===== config.mk =====
export PLATFORM = sky130hd
export DESIGN_NAME = rippleAmpTracker
export DESIGN_NICKNAME = d
export VERILOG_FILES = /design/src/rtl/rat_pkg.sv /design/src/rtl/ampTrackCtrl.sv /design/src/rtl/ampCodeReg.sv /design/src/rtl/rippleAmpTracker.sv
export SDC_FILE = /design/constraint.sdc
export NUM_CORES = 1
export LEC_CHECK = 0
export BUFFER_PORTS_ARGS = -buffer_cell sky130_fd_sc_hd__buf_4
export CAP_MARGIN = 30
export CORE_MARGIN = 3
export CORE_UTILIZATION = 55
export CTS_CLUSTER_SIZE = 8
export DETAILED_ROUTE_END_ITERATION = 6
export GPL_TIMING_DRIVEN = 1
export PLACE_DENSITY = 0.8
export REMOVE_ABC_BUFFERS = 1
export SKIP_CTS_REPAIR_TIMING = 1
export SLEW_MARGIN = 40
export SYNTH_ARGS = -nofsm -noshare
export SYNTH_HDL_FRONTEND = slang
export SYNTH_SLANG_ARGS = --single-unit

===== constraint.sdc =====
create_clock -name clk -period 3.75 [get_ports clk]
set_input_delay 0.375 -clock clk [delete_from_list [all_inputs] [get_ports clk]]
set_output_delay 0.375 -clock clk [all_outputs]
set_load 0.01 [all_outputs]

===== src/rtl/rat_pkg.sv =====
package rat_pkg;

  // Strobes from control to the code register.
  typedef struct packed {
    logic tick;      // one-clock update pulse per switching period
    logic stepUp;    // raise the code by one
    logic stepDown;  // lower the code by one
  } ampStep_t;

endpackage


===== src/rtl/ampTrackCtrl.sv =====
module ampTrackCtrl
  import rat_pkg::*;
#(
  parameter int PRE_W       = 3,
  parameter int PRE_LIMIT   = 2,  // 1 .. 2**(PRE_W-1)-1
  parameter int SYNC_STAGES = 2
) (
  input  logic     clk,
  input  logic     rstN,
  input  logic     swNode,
  input  logic     ctrlIn,
  output ampStep_t stepOut
);

  localparam logic signed [PRE_W-1:0] POS_LIM = PRE_W'(PRE_LIMIT);
  localparam logic signed [PRE_W-1:0] NEG_LIM = -POS_LIM;
  localparam logic signed [PRE_W-1:0] ONE     = PRE_W'(1);

  logic [SYNC_STAGES-1:0] syncQ;
  logic                   lastQ;
  logic                   tick;
  logic signed [PRE_W-1:0] preQ;
  logic signed [PRE_W-1:0] preNext;
  logic                   hitPos;
  logic                   hitNeg;

  // Synchroniser chain for the switching node
  for (genvar s = 0; s < SYNC_STAGES; s++) begin : g_sync
    if (s == 0) begin : g_first
      always_ff @(posedge clk or negedge rstN) begin
        if (!rstN) syncQ[0] <= 1'b0;
        else       syncQ[0] <= swNode;
      end
    end else begin : g_next
      always_ff @(posedge clk or negedge rstN) begin
        if (!rstN) syncQ[s] <= 1'b0;
        else       syncQ[s] <= syncQ[s-1];
      end
    end
  end

  always_ff @(posedge clk or negedge rstN) begin
    if (!rstN) lastQ <= 1'b0;
    else       lastQ <= syncQ[SYNC_STAGES-1];
  end

  assign tick = syncQ[SYNC_STAGES-1] & ~lastQ;

  // Filtering pre-counter
  always_comb begin
    if (ctrlIn) preNext = preQ + ONE;
    else        preNext = preQ - ONE;
  end

  assign hitPos = tick &  ctrlIn & (preNext == POS_LIM);
  assign hitNeg = tick & ~ctrlIn & (preNext == NEG_LIM);

  always_ff @(posedge clk or negedge rstN) begin
    if (!rstN) begin
      preQ <= '0;
    end else if (tick) begin
      if (hitPos || hitNeg) preQ <= '0;
      else                  preQ <= preNext;
    end
  end

  assign stepOut.tick     = tick;
  assign stepOut.stepUp   = hitPos;
  assign stepOut.stepDown = hitNeg;

endmodule


===== src/rtl/ampCodeReg.sv =====
module ampCodeReg
  import rat_pkg::*;
#(
  parameter int CODE_W    = 9,
  parameter int INIT_CODE = 0
) (
  input  logic              clk,
  input  logic              rstN,
  input  ampStep_t          stepIn,
  output logic [CODE_W-1:0] code
);

  localparam logic [CODE_W-1:0] CODE_MAX = {CODE_W{1'b1}};
  localparam logic [CODE_W-1:0] CODE_RST = CODE_W'(INIT_CODE);

  logic atMax;
  logic atMin;

  assign atMax = (code == CODE_MAX);
  assign atMin = (code == '0);

  always_ff @(posedge clk or negedge rstN) begin
    if (!rstN) begin
      code <= CODE_RST;
    end else if (stepIn.stepUp && !atMax) begin
      code <= code + 1'b1;
    end else if (stepIn.stepDown && !atMin) begin
      code <= code - 1'b1;
    end
  end

endmodule


===== src/rtl/rippleAmpTracker.sv =====
module rippleAmpTracker
  import rat_pkg::*;
#(
  parameter int CODE_W      = 9,
  parameter int INIT_CODE   = 0,
  parameter int PRE_W       = 3,
  parameter int PRE_LIMIT   = 2,
  parameter int SYNC_STAGES = 2
) (
  input  logic              clk,
  input  logic              rstN,
  input  logic              swNode,
  input  logic              peakAboveValley,
  output logic [CODE_W-1:0] ampCode
);

  ampStep_t stepBus;

  ampTrackCtrl #(
    .PRE_W      (PRE_W),
    .PRE_LIMIT  (PRE_LIMIT),
    .SYNC_STAGES(SYNC_STAGES)
  ) ctrl_i (
    .clk    (clk),
    .rstN   (rstN),
    .swNode (swNode),
    .ctrlIn (peakAboveValley),
    .stepOut(stepBus)
  );

  ampCodeReg #(
    .CODE_W   (CODE_W),
    .INIT_CODE(INIT_CODE)
  ) code_i (
    .clk   (clk),
    .rstN  (rstN),
    .stepIn(stepBus),
    .code  (ampCode)
  );

endmodule


==> flow_metrics.tcl, run 1 <==
set metrics [dict create \
    io_pins 13 \
    dp_hpwl_mm 1.55 \
    grt_antenna_before_repair 0 \
    synth_area_leader_cell "dfrtp_1" \
    initial_core_util 0.631 \
    period_needed_ns 3.27 \
    cts.sinks 15 \
    fin_nets 140 \
    synth_top_area_share 0.365 \
    max_stage_delay_ns 0.49 \
    drive_gt1_frac 0.161 \
    die_h_um 49.2 \
    diodes 0 \
    max_freq_mhz 306 \
    p_per_area_nw_per_um2 865 \
    clk_latency_ns 0.28 \
    synth.avg_cell_area_um2 9.60 \
    gp_congestion 0.882 \
    cp_slowest_cell "fa_1" \
    setup-tns-final_ns 0 \
    clockBufferDepth 2 \
    reg2reg_from "ctrl_i.preQ[0]" \
    hold_violations 0 \
    p_clk_frac 0.090 \
    dr.pass1.iters 4 \
    critPathRequiredTime_ns 3.96 \
    drv_cap 0 \
    synthesis.area_um2 1030 \
    via_per_inst 5.62 \
    grt_pass1_vias 857 \
    grt_pass1_wl_mm 3.64 \
    grt_usage 0.193 \
    fill_cells 119 \
    tritoncts "done" \
    path_common_cell "xor2_1" \
    drt_wl_total_mm 2.03 \
    pwr-share-seq 0.311 \
    max_slew_margin 0.718 \
    ys_ff_latch 15 \
    postLayoutCellArea_um2 1180 \
    power.total_w 0.00102 \
    wire_per_inst_um 13.7 \
    peakVddDrop_uv 570 \
    leakagePower_nw 0.564 \
    drv_slew 0 \
    cts_made_buffers 3 \
    whs_ns 0.206 \
    synth_cell_types 34 \
    grt_max_degree 16 \
    synth.area.top_cells "dfrtp_1, ha_1, o21ai_0, xor2_1, nand2_1" \
    swShare 0.452 \
    synthCells 107 \
    skew_ns 0.00235 \
    outcome "completed" \
    intPower_w 0.000559 \
    worstPathArrival_ns 3.48 \
    path_clk_slew_ns 0.09 \
    die-width_um 49.2 \
    crit_fanout 9 \
    vias 832 \
    endpoint_kind "flop" \
    post-route-period-util 0.872 \
    hold_path_startpoint "swNode" \
    worstSetupPathType "flop to flop" \
    worstHoldPathType "input port to flop" \
    die-area_um2 2420 \
    drtAntennaViolNets 0 \
    crit_chain "fa_1 -> xor2_1 -> nor3_2 -> nand3_1 -> ha_1 -> nor2b_1 -> o31a_1 -> a221oi_2 -> mux2i_1 -> xor2_1" \
    drc 0 \
    clockRootBuffer "clkbuf_4" \
    p_sw_w 0.000461 \
    rsz0062_at_grt "no" \
    yosys_warnings 0 \
    drt-initial-drc-count 19 \
    core_area_um2 1630 \
    combPwrFrac 0.600 \
    startpoint "ctrl_i.preQ[0]" \
    yosysSeqAreaShare 0.365 \
    rows 14 \
    placed_area_um2 1140 \
    io_buffers 12 \
    ctsHtreeMaxLevel 1 \
    tightest_slew_ns 0.421 \
    critPathLaunchType "flop" \
    finalSetupViolCount 0 \
    overflow 0 \
    area_growth_syn_to_layout_pct 14.9 \
]
-- final cells by class --
| type | count | area [µm²] | area share |
|---|---|---|---|
| repair buffers | 14 | 108 | 0.0912 |
| multi-input cells | 84 | 614 | 0.521 |
| flip-flops and latches | 15 | 375 | 0.318 |
| well taps | 24 | 30.0 | 0.0255 |
| clock buffers | 4 | 26.3 | 0.0223 |
| inverters | 7 | 26.3 | 0.0223 |
-- flip-flops by register name, indices dropped and copies added, names as in the netlist --
signal,cells
ctrl_i.syncQ,2
ctrl_i.preQ,3
ctrl_i.lastQ,1
code_i.code,9
-- cell families after synthesis --
family / Yosys count / synth area share
AOI/OAI and AO/OA: 33 / 0.222
and+or+nand+nor: 32 / 0.158
DFF: 15 / 0.365
adders and majority gates: 11 / 0.149
buffers and inverters: 8 / 0.0365
xor gates and xnor gates: 7 / 0.0597
muxes: 1 / 0.00974
-- per-stage QoR --
| step | worst slack (ns) | utilization | instances |
|---|---|---|---|
| after floorplan | 0.607 | - | 106 |
| after global placement | 0.464 | 0.702 | 143 |
| after detailed placement | 0.306 | 0.702 | 143 |
| after CTS | 0.494 | 0.718 | 147 |
| after global routing | 0.219 | 0.724 | 148 |
| final | 0.481 | 0.724 | 148 |
-- cell usage in the layout, fill, tap and decap left out, drive strengths merged, types with 2 or more instances in the layout --
master	count
a211oi	2
a21o	4
a21oi	3
a31oi	2
buf	13
clkbuf	4
dfrtp	15
fa	2
ha	9
inv	7
nand2	11
nand2b	3
nand3	2
nand4	2
nor2	3
nor3	5
o21ai	14
xor2	6
-- Yosys cell counts --
| master | instances |
|---|---|
| dfrtp_1 | 15 |
| o21ai_0 | 14 |
| nand2_1 | 11 |
| ha_1 | 9 |
| inv_1 | 7 |
| xor2_1 | 6 |
| a21o_1 | 4 |
| nor3_1 | 4 |
| a21oi_1 | 3 |
| nand2b_1 | 3 |
| nor2_1 | 3 |
| a211oi_1 | 2 |
| a31oi_1 | 2 |
| fa_1 | 2 |
| nand3_1 | 2 |
| nand4_1 | 2 |
| a21boi_0 | 1 |
| a221o_1 | 1 |
| a221oi_2 | 1 |
| and3_1 | 1 |
| buf_6 | 1 |
| mux2i_1 | 1 |
| nor2b_1 | 1 |
| nor3_2 | 1 |
| nor3b_1 | 1 |
| nor4_1 | 1 |
| o211ai_4 | 1 |
| o21a_1 | 1 |
| o21bai_1 | 1 |
| o31a_1 | 1 |
| o31ai_1 | 1 |
| or2_2 | 1 |
| or3_1 | 1 |
| xnor2_1 | 1 |
-- worst max-delay path, delay by kind of cell, from the launching register on --
kind                       cells  cell delay, ns
DFF                            1            0.44
AOI/OAI and AO/OA              2            0.57
and+or+nand+nor                3            0.63
muxes                          1            0.25
xor gates and xnor gates       2            0.36
adders and majority gates      2            0.94
-- layer usage --
metal / vias to the layer above / GRT usage / routed length, µm
li1: 420 / - / -
met1: 395 / 0.256 / 991
met2: 15 / 0.304 / 963
met3: 2 / 0.0489 / 69
met4: 0 / 0.0664 / 10
met5: - / 0 / 0
-- worst paths after layout --
| kind | endpoint | slack (ns) | cells after the start |
|---|---|---|---|
| worst max register to register | code_i.code[8] | 0.48 | 10 |
| worst min register to register | ctrl_i.syncQ[1] | 0.39 | 0 |
| max in group asynchronous | code_i.code[0] | 3.10 | 2 |
| worst max-delay path | code_i.code[8] | 0.48 | 10 |
| min in group asynchronous | code_i.code[6] | 0.48 | 2 |
| worst min-delay path | ctrl_i.syncQ[0] | 0.21 | 1 |
-- power by group through the flow --
stage               combinational (W)  sequential [W]  clock [W]
detailed placement           0.000604        0.000318          0
global placement             0.000584        0.000316          0
finish                       0.000612        0.000317  0.0000913
CTS                          0.000609        0.000315  0.0000943
global route                 0.000695        0.000329   0.000103
floorplan                    0.000418        0.000319          0
No activity file was read; power rests on OpenSTA's default activity.
==> run 2, diff against run 1 <==
--- a/config.mk
+++ b/config.mk
@@ -7,7 +7,6 @@
 export LEC_CHECK = 0
 export BUFFER_PORTS_ARGS = -buffer_cell sky130_fd_sc_hd__buf_4
 export CAP_MARGIN = 30
-export CORE_MARGIN = 3
 export CORE_UTILIZATION = 55
 export CTS_CLUSTER_SIZE = 8
 export DETAILED_ROUTE_END_ITERATION = 6
==> run 2 against run 1 <==
- clock skew is essentially flat
- cell area fell by 0.42%
- power decreased by 1.6%
- first-iteration DRC count up 11%
- flip-flop and latch count did not move
- highest routed layer unchanged
==> flow_metrics.tcl, run 2 (synthesized netlist as in run 1, its figures left out) <==
set metrics [dict create \
    worstHoldPathCells 1 \
    layout.cells.most_common "dfrtp_1" \
    p_per_area_nw_per_um2 855 \
    clockBufferDepth 2 \
    placed_cells 143 \
    hold_violations 0 \
    endpoint_kind "flop" \
    period_needed_ns 3.41 \
    r2r_cells 10 \
    outcome "completed" \
    reg2reg_from "ctrl_i.preQ[0]" \
    grt_usage 0.227 \
    clockRootBuffer "clkbuf_4" \
    die-width_um 45.2 \
    vias 818 \
    cp_slowest_cell "fa_1" \
    r2r-end "code_i.code[8]" \
    worstHoldPathType "input port to flop" \
    fin_nets 139 \
    drc 0 \
    worstSetupPathType "flop to flop" \
    grt_antenna_before_repair 0 \
    drv_cap 0 \
    dp_hpwl_mm 1.48 \
    setup-tns-final_ns 0 \
    max_freq_mhz 293 \
    power.total_w 0.00100 \
    io_pins 13 \
    leakagePower_nw 0.561 \
    crit_chain "fa_1 -> xor2_1 -> nor3_2 -> nand3_1 -> ha_1 -> nor2b_1 -> o31a_1 -> a221oi_2 -> mux2i_1 -> xor2_1" \
    largest_reg_flops 9 \
    wire_per_inst_um 13.3 \
    post-route-period-util 0.909 \
    fin_cells 148 \
    diodes 0 \
    max_stage_delay_ns 0.49 \
    critPathLaunchType "flop" \
    drt-initial-drc-count 21 \
    drv_slew 0 \
    fill_cells 153 \
    gp_congestion 0.799 \
    dr.pass1.iters 4 \
    rows 15 \
    grt_pass1_vias 744 \
    cp_num_buf_inv 0 \
    core_area_um2 1750 \
    clk_latency_ns 0.28 \
    die-area_um2 2040 \
    worstPathArrival_ns 3.62 \
    registers.top_by_ff_count "code_i.code" \
    peakVddDrop_uv 534 \
    tightest_slew_ns 0.413 \
    rsz0062_at_grt "no" \
    path_common_cell "xor2_1" \
    initial_core_util 0.589 \
    finalSetupViolCount 0 \
    grt_pass1_wl_mm 3.23 \
    final_cell_mix "dfrtp_1, o21ai_0, buf_4" \
    crit_fanout 9 \
    drtAntennaViolNets 0 \
    drive_gt1_frac 0.163 \
    io_buffers 12 \
    hold_path_startpoint "swNode" \
    overflow 0 \
    via_per_inst 5.53 \
    die_h_um 45.2 \
    max_slew_margin 0.723 \
    cts_made_buffers 3 \
    ctsHtreeMaxLevel 1 \
    min_to "ctrl_i.syncQ[0]" \
    drt_wl_total_mm 1.97 \
    reg2reg_slack_ns 0.34 \
    tritoncts "done" \
    path_clk_slew_ns 0.09 \
    area_growth_syn_to_layout_pct 14.4 \
    reg.largest.list "code_i.code x9, ctrl_i.preQ x3, ctrl_i.syncQ x2" \
    skew_ns 0.00186 \
    grt_max_degree 16 \
    cts.sinks 15 \
    path_delay_family "adder cells" \
    critPathRequiredTime_ns 3.96 \
]
[run 2: worst max-delay path by stage]
stage / startpoint / to / slack [ns] / depth (start not counted)
after floorplan: peakAboveValley / code_i.code[8] / 0.61 / 11
after global placement: peakAboveValley / code_i.code[8] / 0.29 / 12
after detailed placement: peakAboveValley / code_i.code[8] / 0.14 / 12
after CTS: ctrl_i.preQ[0] / code_i.code[8] / 0.33 / 10
after global routing: ctrl_i.preQ[0] / code_i.code[8] / 0.06 / 10
final: ctrl_i.preQ[0] / code_i.code[8] / 0.34 / 10
[run 2: area by class of cell]
| cell class | count | area [µm²] | area share |
|---|---|---|---|
| well taps | 25 | 31.3 | 0.0266 |
| flip-flops and latches | 15 | 375 | 0.319 |
| clock inverters | 1 | 5.00 | 0.00426 |
| clock buffers | 3 | 22.5 | 0.0192 |
| repair buffers | 13 | 100 | 0.0852 |
| multi-input cells | 84 | 614 | 0.523 |
| inverters | 7 | 26.3 | 0.0224 |
[run 2: per-layer routing]
metal / track usage / vias to the layer above / share of wire
li1: - / 423 / -
met1: 0.281 / 382 / 0.49
met2: 0.365 / 9 / 0.47
met3: 0.0600 / 4 / 0.020
met4: 0.109 / 0 / 0.021
met5: 0 / - / 0
[run 2: report_power, final]
group	switching, W	internal, W
Sequential	0.0000887	0.000224
Combinational	0.000308	0.000291
Clock	0.0000533	0.0000396
Total	0.000450	0.000554
[run 2: through the flow]
stage	setup slack, ns	hold WS, ns	area (µm²)	util
3_5_place_dp	0.144	0.243	1140	0.652
6_report	0.340	0.192	1170	0.673
2_1_floorplan	0.607	0.0794	1020	-
3_3_place_gp	0.292	0.240	1140	0.652
4_1_cts	0.329	-0.0781	1160	0.667
5_1_grt	0.0608	0.174	1170	0.673
==> run 3, diff against run 2 <==
--- a/config.mk
+++ b/config.mk
@@ -12,6 +12,7 @@
 export DETAILED_ROUTE_END_ITERATION = 6
 export GPL_TIMING_DRIVEN = 1
 export PLACE_DENSITY = 0.8
+export RECOVER_POWER = 25
 export REMOVE_ABC_BUFFERS = 1
 export SKIP_CTS_REPAIR_TIMING = 1
 export SLEW_MARGIN = 40
==> run 3 against run 2 <==
- global-route usage did not move
- via count did not move
- critical path depth did not move
- fmax barely moved
- worst hold slack improved by 0.023 ns
- flip-flop and latch count did not move
- register-to-register slack barely moved
- die area did not move
- largest power group unchanged
==> flow_metrics.tcl, run 3 (synthesized netlist as in run 1, its figures left out) <==
set metrics [dict create \
    overflow 0 \
    post-route-period-util 0.909 \
    vias 818 \
    peakVddDrop_uv 533 \
    tightest_slew_ns 0.847 \
    reg2reg_slack_ns 0.34 \
    io_buffers 12 \
    dp_hpwl_mm 1.48 \
    path_common_cell "xor2_1" \
    io_pins 13 \
    power.total_w 0.00100 \
    cts.sinks 15 \
    min_to "ctrl_i.syncQ[0]" \
    dr.pass1.iters 4 \
    endpoint_kind "flop" \
    worstSetupPathType "flop to flop" \
    drv_slew 0 \
    registers.top_by_ff_count "code_i.code" \
    finalSetupViolCount 0 \
    drc 0 \
    tritoncts "done" \
    clockBufferDepth 2 \
    crit_chain "fa_1 -> xor2_1 -> nor3_2 -> nand3_1 -> ha_1 -> nor2b_1 -> o31a_1 -> a221oi_2 -> mux2i_1 -> xor2_1" \
    r2r_cells 10 \
    initial_core_util 0.589 \
    r2r-end "code_i.code[8]" \
    drtAntennaViolNets 0 \
    cp_slowest_cell "fa_1" \
    die-area_um2 2040 \
    rsz0062_at_grt "no" \
    outcome "completed" \
    via_per_inst 5.53 \
    period_needed_ns 3.41 \
    placed_area_um2 1140 \
    worstPathArrival_ns 3.62 \
    fin_nets 139 \
    whs_ns 0.215 \
    drive_gt1_frac 0.154 \
    die_h_um 45.2 \
    die-width_um 45.2 \
    gp_congestion 0.799 \
    ctsHtreeMaxLevel 1 \
    grt_max_degree 16 \
    final_cell_mix "dfrtp_1, o21ai_0, nand2_1" \
    crit_fanout 9 \
    largest_reg_flops 9 \
    setup-tns-final_ns 0 \
    p_per_area_nw_per_um2 856 \
    critPathRequiredTime_ns 3.96 \
    grt_antenna_before_repair 0 \
    reg2reg_from "ctrl_i.preQ[0]" \
    utilization 0.671 \
    max_freq_mhz 293 \
    postLayoutCellArea_um2 1170 \
    worstHoldPathType "input port to flop" \
    wire_per_inst_um 13.3 \
    clk_latency_ns 0.28 \
    critPathLaunchType "flop" \
    cts_made_buffers 3 \
    rows 15 \
    grt_pass1_wl_mm 3.23 \
    grt_pass1_vias 744 \
    drt-initial-drc-count 21 \
    drt_wl_total_mm 1.97 \
    reg.largest.list "code_i.code x9, ctrl_i.preQ x3, ctrl_i.syncQ x2" \
    leakagePower_nw 0.557 \
    area_growth_syn_to_layout_pct 14.0 \
    worstHoldPathCells 1 \
    grt_usage 0.227 \
    hold_path_startpoint "swNode" \
    startpoint "ctrl_i.preQ[0]" \
    core_area_um2 1750 \
    path_clk_slew_ns 0.09 \
    hold_violations 0 \
    clockRootBuffer "clkbuf_4" \
    skew_ns 0.00216 \
    max_stage_delay_ns 0.49 \
    diodes 0 \
    drv_cap 0 \
    max_slew_margin 0.435 \
    layout.cells.most_common "dfrtp_1" \
]
[run 3: changes by cell type in the layout (fill, tap and decap cells not counted)]
cell / previous run / this run
buf_4: 12 / 10
clkbuf_1: 0 / 1
clkbuf_4: 3 / 4
[run 3: worst max-delay path by stage]
stage | to | depth (start not counted)
floorplan | code_i.code[8] | 11
global placement | code_i.code[8] | 12
detailed placement | code_i.code[8] | 12
CTS | code_i.code[8] | 10
global route | code_i.code[8] | 10
finish | code_i.code[8] | 10
[run 3: metrics by stage]
| step | setup WS, ns | cells |
|---|---|---|
| after floorplan | 0.607 | 106 |
| after global placement | 0.292 | 143 |
| after detailed placement | 0.144 | 143 |
| after CTS | 0.329 | 147 |
| after global routing | 0.0608 | 148 |
| final | 0.340 | 148 |
[run 3: power by group]
group | internal (W) | switching, W
Combinational | 0.000290 | 0.000308
Clock | 0.0000396 | 0.0000531
Sequential | 0.000224 | 0.0000884
[run 3: cell type report]
| class | instances | area, µm² |
|---|---|---|
| multi-input cells | 84 | 614 |
| fillers | 155 | 574 |
| flip-flops and latches | 15 | 375 |
| repair buffers | 13 | 96.3 |
| well taps | 25 | 31.3 |
| inverters | 7 | 26.3 |
| clock buffers | 3 | 22.5 |
| clock inverters | 1 | 5.00 |
[run 3: layer usage]
metal	vias to the layer above	part of all wire	track usage
met5	-	0	0
met4	0	0.021	0.109
met3	4	0.024	0.0600
met2	12	0.47	0.365
met1	380	0.49	0.281
li1	422	-	-
[run 3: critical path: cells and delay by family, from the launching register on]
kind | cells | cell delay (ns)
adder cells (fa/ha/maj) | 2 | 0.95
AO/OA/AOI/OAI | 2 | 0.54
XOR/XNOR | 2 | 0.36
AND/OR/NAND/NOR | 3 | 0.80
multiplexers | 1 | 0.25
flip-flops | 1 | 0.43
